`config.mk`:
```
export PLATFORM = sky130hd
export DESIGN_NAME = fwd_unit
export DESIGN_NICKNAME = d
export VERILOG_FILES = /design/src/rtl/fwd_pkg.sv /design/src/rtl/fwd_history.sv /design/src/rtl/fwd_stage.sv /design/src/rtl/fwd_unit.sv
export SDC_FILE = /design/constraint.sdc
export NUM_CORES = 1
export LEC_CHECK = 0
export CORE_ASPECT_RATIO = 1.75
export CORE_UTILIZATION = 35
export CTS_CLUSTER_DIAMETER = 80
export CTS_CLUSTER_SIZE = 10
export DETAILED_ROUTE_END_ITERATION = 10
export DONT_BUFFER_PORTS = 1
export GPL_TIMING_DRIVEN = 0
export PLACE_DENSITY = 0.53
export SLEW_MARGIN = 10
export SYNTH_ARGS = -nofsm -noshare
export SYNTH_HDL_FRONTEND = slang
export SYNTH_SLANG_ARGS = --single-unit
```
`constraint.sdc`:
```
create_clock -name clk_i -period 3.95 [get_ports clk_i]
set_clock_uncertainty 0.05 [all_clocks]
set_input_delay 0.5925 -clock clk_i [delete_from_list [all_inputs] [get_ports clk_i]]
set_output_delay 0.5925 -clock clk_i [all_outputs]
set_load 0.01 [all_outputs]
```
`src/rtl/fwd_pkg.sv`:
```
package fwd_pkg;
  localparam int unsigned OP_W = 2;

  // origin of the result carried between compare stages
  typedef enum logic [1:0] {
    SRC_NONE = 2'd0,
    SRC_HIST = 2'd1,
    SRC_LIVE = 2'd2
  } fwd_src_e;
endpackage

```
`src/rtl/fwd_history.sv`:
```
module fwd_history #(
  parameter int unsigned DEPTH = 4,
  parameter int unsigned KEY_W = 16,
  parameter int unsigned REC_W = 9
) (
  input  logic             clk_i,
  input  logic             rst_ni,
  input  logic             push_valid_i,
  input  logic [KEY_W-1:0] push_key_i,
  input  logic [REC_W-1:0] push_rec_i,
  output logic             old_valid_o,
  output logic [KEY_W-1:0] old_key_o,
  output logic [REC_W-1:0] old_rec_o
);
  logic [DEPTH-1:0] v_q;
  logic [KEY_W-1:0] k_q [DEPTH];
  logic [REC_W-1:0] r_q [DEPTH];

  always_ff @(posedge clk_i or negedge rst_ni) begin
    if (!rst_ni) begin
      v_q <= '0;
      for (int i = 0; i < DEPTH; i++) begin
        k_q[i] <= '0;
        r_q[i] <= '0;
      end
    end else begin
      v_q[0] <= push_valid_i;
      k_q[0] <= push_key_i;
      r_q[0] <= push_rec_i;
      for (int i = 1; i < DEPTH; i++) begin
        v_q[i] <= v_q[i-1];
        k_q[i] <= k_q[i-1];
        r_q[i] <= r_q[i-1];
      end
    end
  end

  // lookup and history advance in lockstep, so every stage needs the oldest entry
  assign old_valid_o = v_q[DEPTH-1];
  assign old_key_o   = k_q[DEPTH-1];
  assign old_rec_o   = r_q[DEPTH-1];
endmodule

```
`src/rtl/fwd_stage.sv`:
```
module fwd_stage import fwd_pkg::*; #(
  parameter int unsigned KEY_W = 16,
  parameter int unsigned REC_W = 9
) (
  input  logic             clk_i,
  input  logic             rst_ni,
  input  logic             in_valid_i,
  input  logic [KEY_W-1:0] in_key_i,
  input  logic [REC_W-1:0] in_rec_i,
  input  fwd_src_e         in_src_i,
  input  logic             live_valid_i,
  input  logic [KEY_W-1:0] live_key_i,
  input  logic [REC_W-1:0] live_rec_i,
  input  logic             hist_valid_i,
  input  logic [KEY_W-1:0] hist_key_i,
  input  logic [REC_W-1:0] hist_rec_i,
  output logic             out_valid_o,
  output logic [KEY_W-1:0] out_key_o,
  output logic [REC_W-1:0] out_rec_o,
  output fwd_src_e         out_src_o
);
  logic             live_hit, hist_hit;
  logic [REC_W-1:0] nxt_rec;
  fwd_src_e         nxt_src;

  assign live_hit = in_valid_i && live_valid_i && (live_key_i == in_key_i);
  assign hist_hit = in_valid_i && hist_valid_i && (hist_key_i == in_key_i);

  always_comb begin
    nxt_rec = in_rec_i;
    nxt_src = in_src_i;
    if (live_hit) begin
      nxt_rec = live_rec_i;
      nxt_src = SRC_LIVE;
    end else if (hist_hit && in_src_i != SRC_LIVE) begin
      // history entry is newer than anything carried from history
      nxt_rec = hist_rec_i;
      nxt_src = SRC_HIST;
    end
  end

  always_ff @(posedge clk_i or negedge rst_ni) begin
    if (!rst_ni) begin
      out_valid_o <= 1'b0;
      out_key_o   <= '0;
      out_rec_o   <= '0;
      out_src_o   <= SRC_NONE;
    end else begin
      out_valid_o <= in_valid_i;
      out_key_o   <= in_key_i;
      out_rec_o   <= nxt_rec;
      out_src_o   <= nxt_src;
    end
  end
endmodule

```
`src/rtl/fwd_unit.sv`:
```
module fwd_unit import fwd_pkg::*; #(
  parameter int unsigned KEY_W  = 16,
  parameter int unsigned SLOTS  = 4,
  parameter int unsigned RD_LAT = 2,
  parameter int unsigned WR_LAT = 2,
  localparam int unsigned SLOT_W = (SLOTS > 1) ? $clog2(SLOTS) : 1
) (
  input  logic              clk_i,
  input  logic              rst_ni,
  input  logic              exe_valid_i,
  input  logic [KEY_W-1:0]  exe_key_i,
  input  logic [SLOTS-1:0]  exe_vvec_i,
  input  logic [SLOT_W-1:0] exe_slot_i,
  input  logic              exe_match_i,
  input  logic [OP_W-1:0]   exe_op_i,
  input  logic              look_valid_i,
  input  logic [KEY_W-1:0]  look_key_i,
  output logic              res_valid_o,
  output logic [KEY_W-1:0]  res_key_o,
  output logic              res_hit_o,
  output logic [SLOTS-1:0]  res_vvec_o,
  output logic [SLOT_W-1:0] res_slot_o,
  output logic              res_match_o,
  output logic [OP_W-1:0]   res_op_o
);
  localparam int unsigned DEPTH = RD_LAT + WR_LAT;
  localparam int unsigned REC_W = SLOTS + SLOT_W + 1 + OP_W;

  logic [REC_W-1:0] exe_rec;
  logic             old_valid;
  logic [KEY_W-1:0] old_key;
  logic [REC_W-1:0] old_rec;

  logic             st_valid [DEPTH+1];
  logic [KEY_W-1:0] st_key   [DEPTH+1];
  logic [REC_W-1:0] st_rec   [DEPTH+1];
  fwd_src_e         st_src   [DEPTH+1];

  assign exe_rec = {exe_vvec_i, exe_slot_i, exe_match_i, exe_op_i};

  fwd_history #(.DEPTH(DEPTH), .KEY_W(KEY_W), .REC_W(REC_W)) i_history (
    .clk_i       (clk_i),
    .rst_ni      (rst_ni),
    .push_valid_i(exe_valid_i),
    .push_key_i  (exe_key_i),
    .push_rec_i  (exe_rec),
    .old_valid_o (old_valid),
    .old_key_o   (old_key),
    .old_rec_o   (old_rec)
  );

  assign st_valid[0] = look_valid_i;
  assign st_key[0]   = look_key_i;
  assign st_rec[0]   = '0;
  assign st_src[0]   = SRC_NONE;

  for (genvar g = 0; g < DEPTH; g++) begin : g_stage
    fwd_stage #(.KEY_W(KEY_W), .REC_W(REC_W)) i_stage (
      .clk_i       (clk_i),
      .rst_ni      (rst_ni),
      .in_valid_i  (st_valid[g]),
      .in_key_i    (st_key[g]),
      .in_rec_i    (st_rec[g]),
      .in_src_i    (st_src[g]),
      .live_valid_i(exe_valid_i),
      .live_key_i  (exe_key_i),
      .live_rec_i  (exe_rec),
      .hist_valid_i(old_valid),
      .hist_key_i  (old_key),
      .hist_rec_i  (old_rec),
      .out_valid_o (st_valid[g+1]),
      .out_key_o   (st_key[g+1]),
      .out_rec_o   (st_rec[g+1]),
      .out_src_o   (st_src[g+1])
    );
  end

  assign res_valid_o = st_valid[DEPTH];
  assign res_key_o   = st_key[DEPTH];
  assign res_hit_o   = st_src[DEPTH] != SRC_NONE;
  assign {res_vvec_o, res_slot_o, res_match_o, res_op_o} = st_rec[DEPTH];
endmodule

```
==> metrics.yaml <==
timing:
  slew_headroom_pct: 35.90
  maxSlewViolCount: 0
  fin_hold_ws_ns: -0.2573
  finalHoldViolations: 216
  setup_viol_count_final: 0
  setup-tns-final_ns: 0
  period_share_pct: 69.82
  tightestPinTransition_ns: 0.9535
  finalCriticalPeriod_ns: 2.758
  fmax_ghz: 0.3626
  rsz0062_at_grt: "false"
die:
  io_pins: 72
  die_height_um: 202.2
  die_w_um: 116.4
  row_count: 72
  design.die.area_mm2: 0.02353
  initial_core_util_pct: 36.01
  core_mm2: 0.02225
yosys:
  yosysMostFrequentCell: "dfrtp_1"
  synth.area.top_cells: "dfrtp_1, xnor2_1, o22a_1"
  synth_common_cells: "dfrtp_1, xnor2_1, a21boi_0, nand2_1, o22ai_1"
  ys_seq_area_share_pct: 67.46
  ys_ff_latch: 216
  ys_types: 30
  synth_fp_nets: 610
  synth-edff-count: 0
  yosys_warnings: 0
  syn_inst: 565
  synth_ff_type: "dfrtp_1"
  synth_top_area_share_pct: 67.46
  syn_avg_cell_area_um2: 14.18
  synth_largest_area_cell: "dfrtp_1"
  syn_area_mm2: 0.008013
  postSynth.asyncResetShare_pct: 100.0
global_routing:
  grtUsageTotal_pct: 17.75
  antenna_found_initial: 0
  grt_pass1_vias: 4926
  grt_first_pass_wirelength_um: 29970
  grt_max_degree: 217
  grt.overflow.total: 0
setup_path:
  max_stage_delay_ns: 0.70
  critPathArrivalTime_ns: 3.15
  start_kind: "register"
  critPathTopFamily: "compound AO/OA/AOI/OAI gates"
  endpoint_kind: "register"
  path_cells: "xnor2_1 -> nand4_1 -> or4_1 -> a211oi_2 -> a22o_1"
  worstPathRequired_ns: 4.34
  crit_type: "register to register"
  cp_slowest_cell: "a211oi_2"
  crit_fanout: 10
  crit_buf_inv: 0
routing:
  drc: 0
  drt_first_iter_violations: 226
  drtPass1Iterations: 4
  drtAntennaViolNets: 0
  via_per_inst: 5.011
  wl_per_cell_um: 22.16
  num_vias: 4455
  routed_wl_um: 19700
placement:
  dpl_cell_area_mm2: 0.008413
  portBuffers: 0
  gp_congestion: 0.8658
  hpwl_um: 14150
cells_and_area:
  area_growth_syn_to_layout_pct: 13.24
  num_antenna_cells: 0
  fillers: 2060
  final_area_mm2: 0.009074
  nets: 639
  drive_above_1_share_pct: 10.79
clocking:
  clock-sinks: 216
  clock_latency_ns: 0.52
  cts.clk_slew.worst_paths_ns: 0.06
  cts_tree: "yes"
  cts_root_buffer: "clkbuf_16"
  ctsResizeCount: 0
  cts_setup_buffers: 0
  cts_made_buffers: 25
  clock_path_buffers: 3
  cts_max_level: 1
status:
  status: "finished, violations left"
  violations: "negative hold slack"
power_and_ir_drop:
  power_density_mw_per_mm2: 505.3
  peakVddDrop_mv: 0.2764
  finalPower_uw: 4585
  p_leak_uw: 0.003646
job:
  maxCapViolCount: 0
worst_hold_path:
  hp-class: "input port to async pin"
## registers in the layout (all words and copies together) (netlist names), 8 cells and up
name and flops:
g_stage.i_stage.out_key_o 64, g_stage.i_stage.out_rec_o 36, g_stage.i_stage.out_src_o 8, i_history.k_q 48, i_history.old_key_o 16, i_history.old_rec_o 9, i_history.r_q 27
## final cells by class
| class | count | area (um2) | area share, % |
|---|---|---|---|
| inverters | 3 | 11.26 | 0.1241 |
| clock inverters | 1 | 30.03 | 0.3309 |
| repair buffers | 2 | 12.51 | 0.1379 |
| well taps | 296 | 370.4 | 4.082 |
| multi-input cells | 311 | 2391 | 26.35 |
| clock buffers | 25 | 625.6 | 6.895 |
| plain buffers | 35 | 227.7 | 2.510 |
| flip-flops and latches | 216 | 5405 | 59.57 |
## per-stage QoR
step	util [%]	worst slack, ns	std cells
2_1_floorplan	-	1.626	565
3_3_place_gp	37.67	0.8009	861
3_5_place_dp	37.81	1.115	863
4_1_cts	40.76	1.175	889
5_1_grt	40.78	1.162	889
6_report	40.78	1.192	889
## cell usage in the layout, fill, tap and decap left out
cell       Yosys  final
a211oi_2       1      1
a21boi_0      27     27
a22o_1         9      9
and2_1         4      4
buf_2          8      9
buf_4          0      1
buf_6         11     11
bufinv_16      0      1
clkbuf_1      13     13
clkbuf_16      0     25
clkbuf_2       3      3
dfrtp_1      216    216
inv_1          3      3
nand2_1       27     27
nand3_1        9      9
nand4_1       24     24
nor3_1         3      1
nor3_2         1      3
nor4_1         3      1
nor4_2         1      3
o2111ai_1      3      3
o21a_1         3      3
o21ai_0        3      3
o22a_1        26     26
o22a_2         1      1
o22ai_1       27     27
or2_1          1      1
or2_2          1      1
or2_4          2      2
or4_1          7      7
xnor2_1      113    113
xnor2_2        3      3
xor2_1        12     12
## worst reg2reg max path: cells and delay by family (launching register included)
kind / cells / cell delay (ns)
AO/OA/AOI/OAI: 2 / 0.95
XOR/XNOR: 1 / 0.52
flip-flops: 1 / 0.46
AND/OR/NAND/NOR: 2 / 0.71
## kinds of logic (layout without fill, tap and decap cells)
kind of cell              count (synthesis)  count (layout)  synth area share, %
buffers and inverters                    38              66                2.983
DFF                                     216             216                67.46
and+or+nand+nor                          83              83                5.746
AOI/OAI and AO/OA                       100             100                9.541
xor gates and xnor gates                128             128                14.27
## final timing paths
kind / start / to / slack (ns) / cells past startpoint
min in group clk_i: look_key_i[7] / g_stage[0].i_stage.out_key_o[7] / 0.05 / 0
min reg2reg: i_history.r_q[34] / i_history.r_q[25] / 0.29 / 0
min: rst_ni / i_history.old_rec_o[7] / -0.26 / 0
max in group asynchronous: rst_ni / g_stage[3].i_stage.out_rec_o[5] / 3.53 / 0
max: i_history.old_key_o[1] / g_stage[0].i_stage.out_rec_o[2] / 1.19 / 5
max reg2reg: i_history.old_key_o[1] / g_stage[0].i_stage.out_rec_o[2] / 1.19 / 5
## power by group
part           total [uW]  switching [uW]  internal, uW
clock network        1970             798          1170
registers            2370            67.6          2300
logic                 243             136           108
## layer usage
| layer | track usage, % | share of wire (%) | up-vias |
|---|---|---|---|
| met1 | 19.87 | 37 | 2319 |
| met5 | 0 | 0 | - |
| li1 | - | - | 1994 |
| met3 | 3.298 | 4.3 | 33 |
| met2 | 32.19 | 55 | 109 |
| met4 | 7.326 | 3.2 | 0 |
Note: power is estimated with default switching activity, not from simulation.
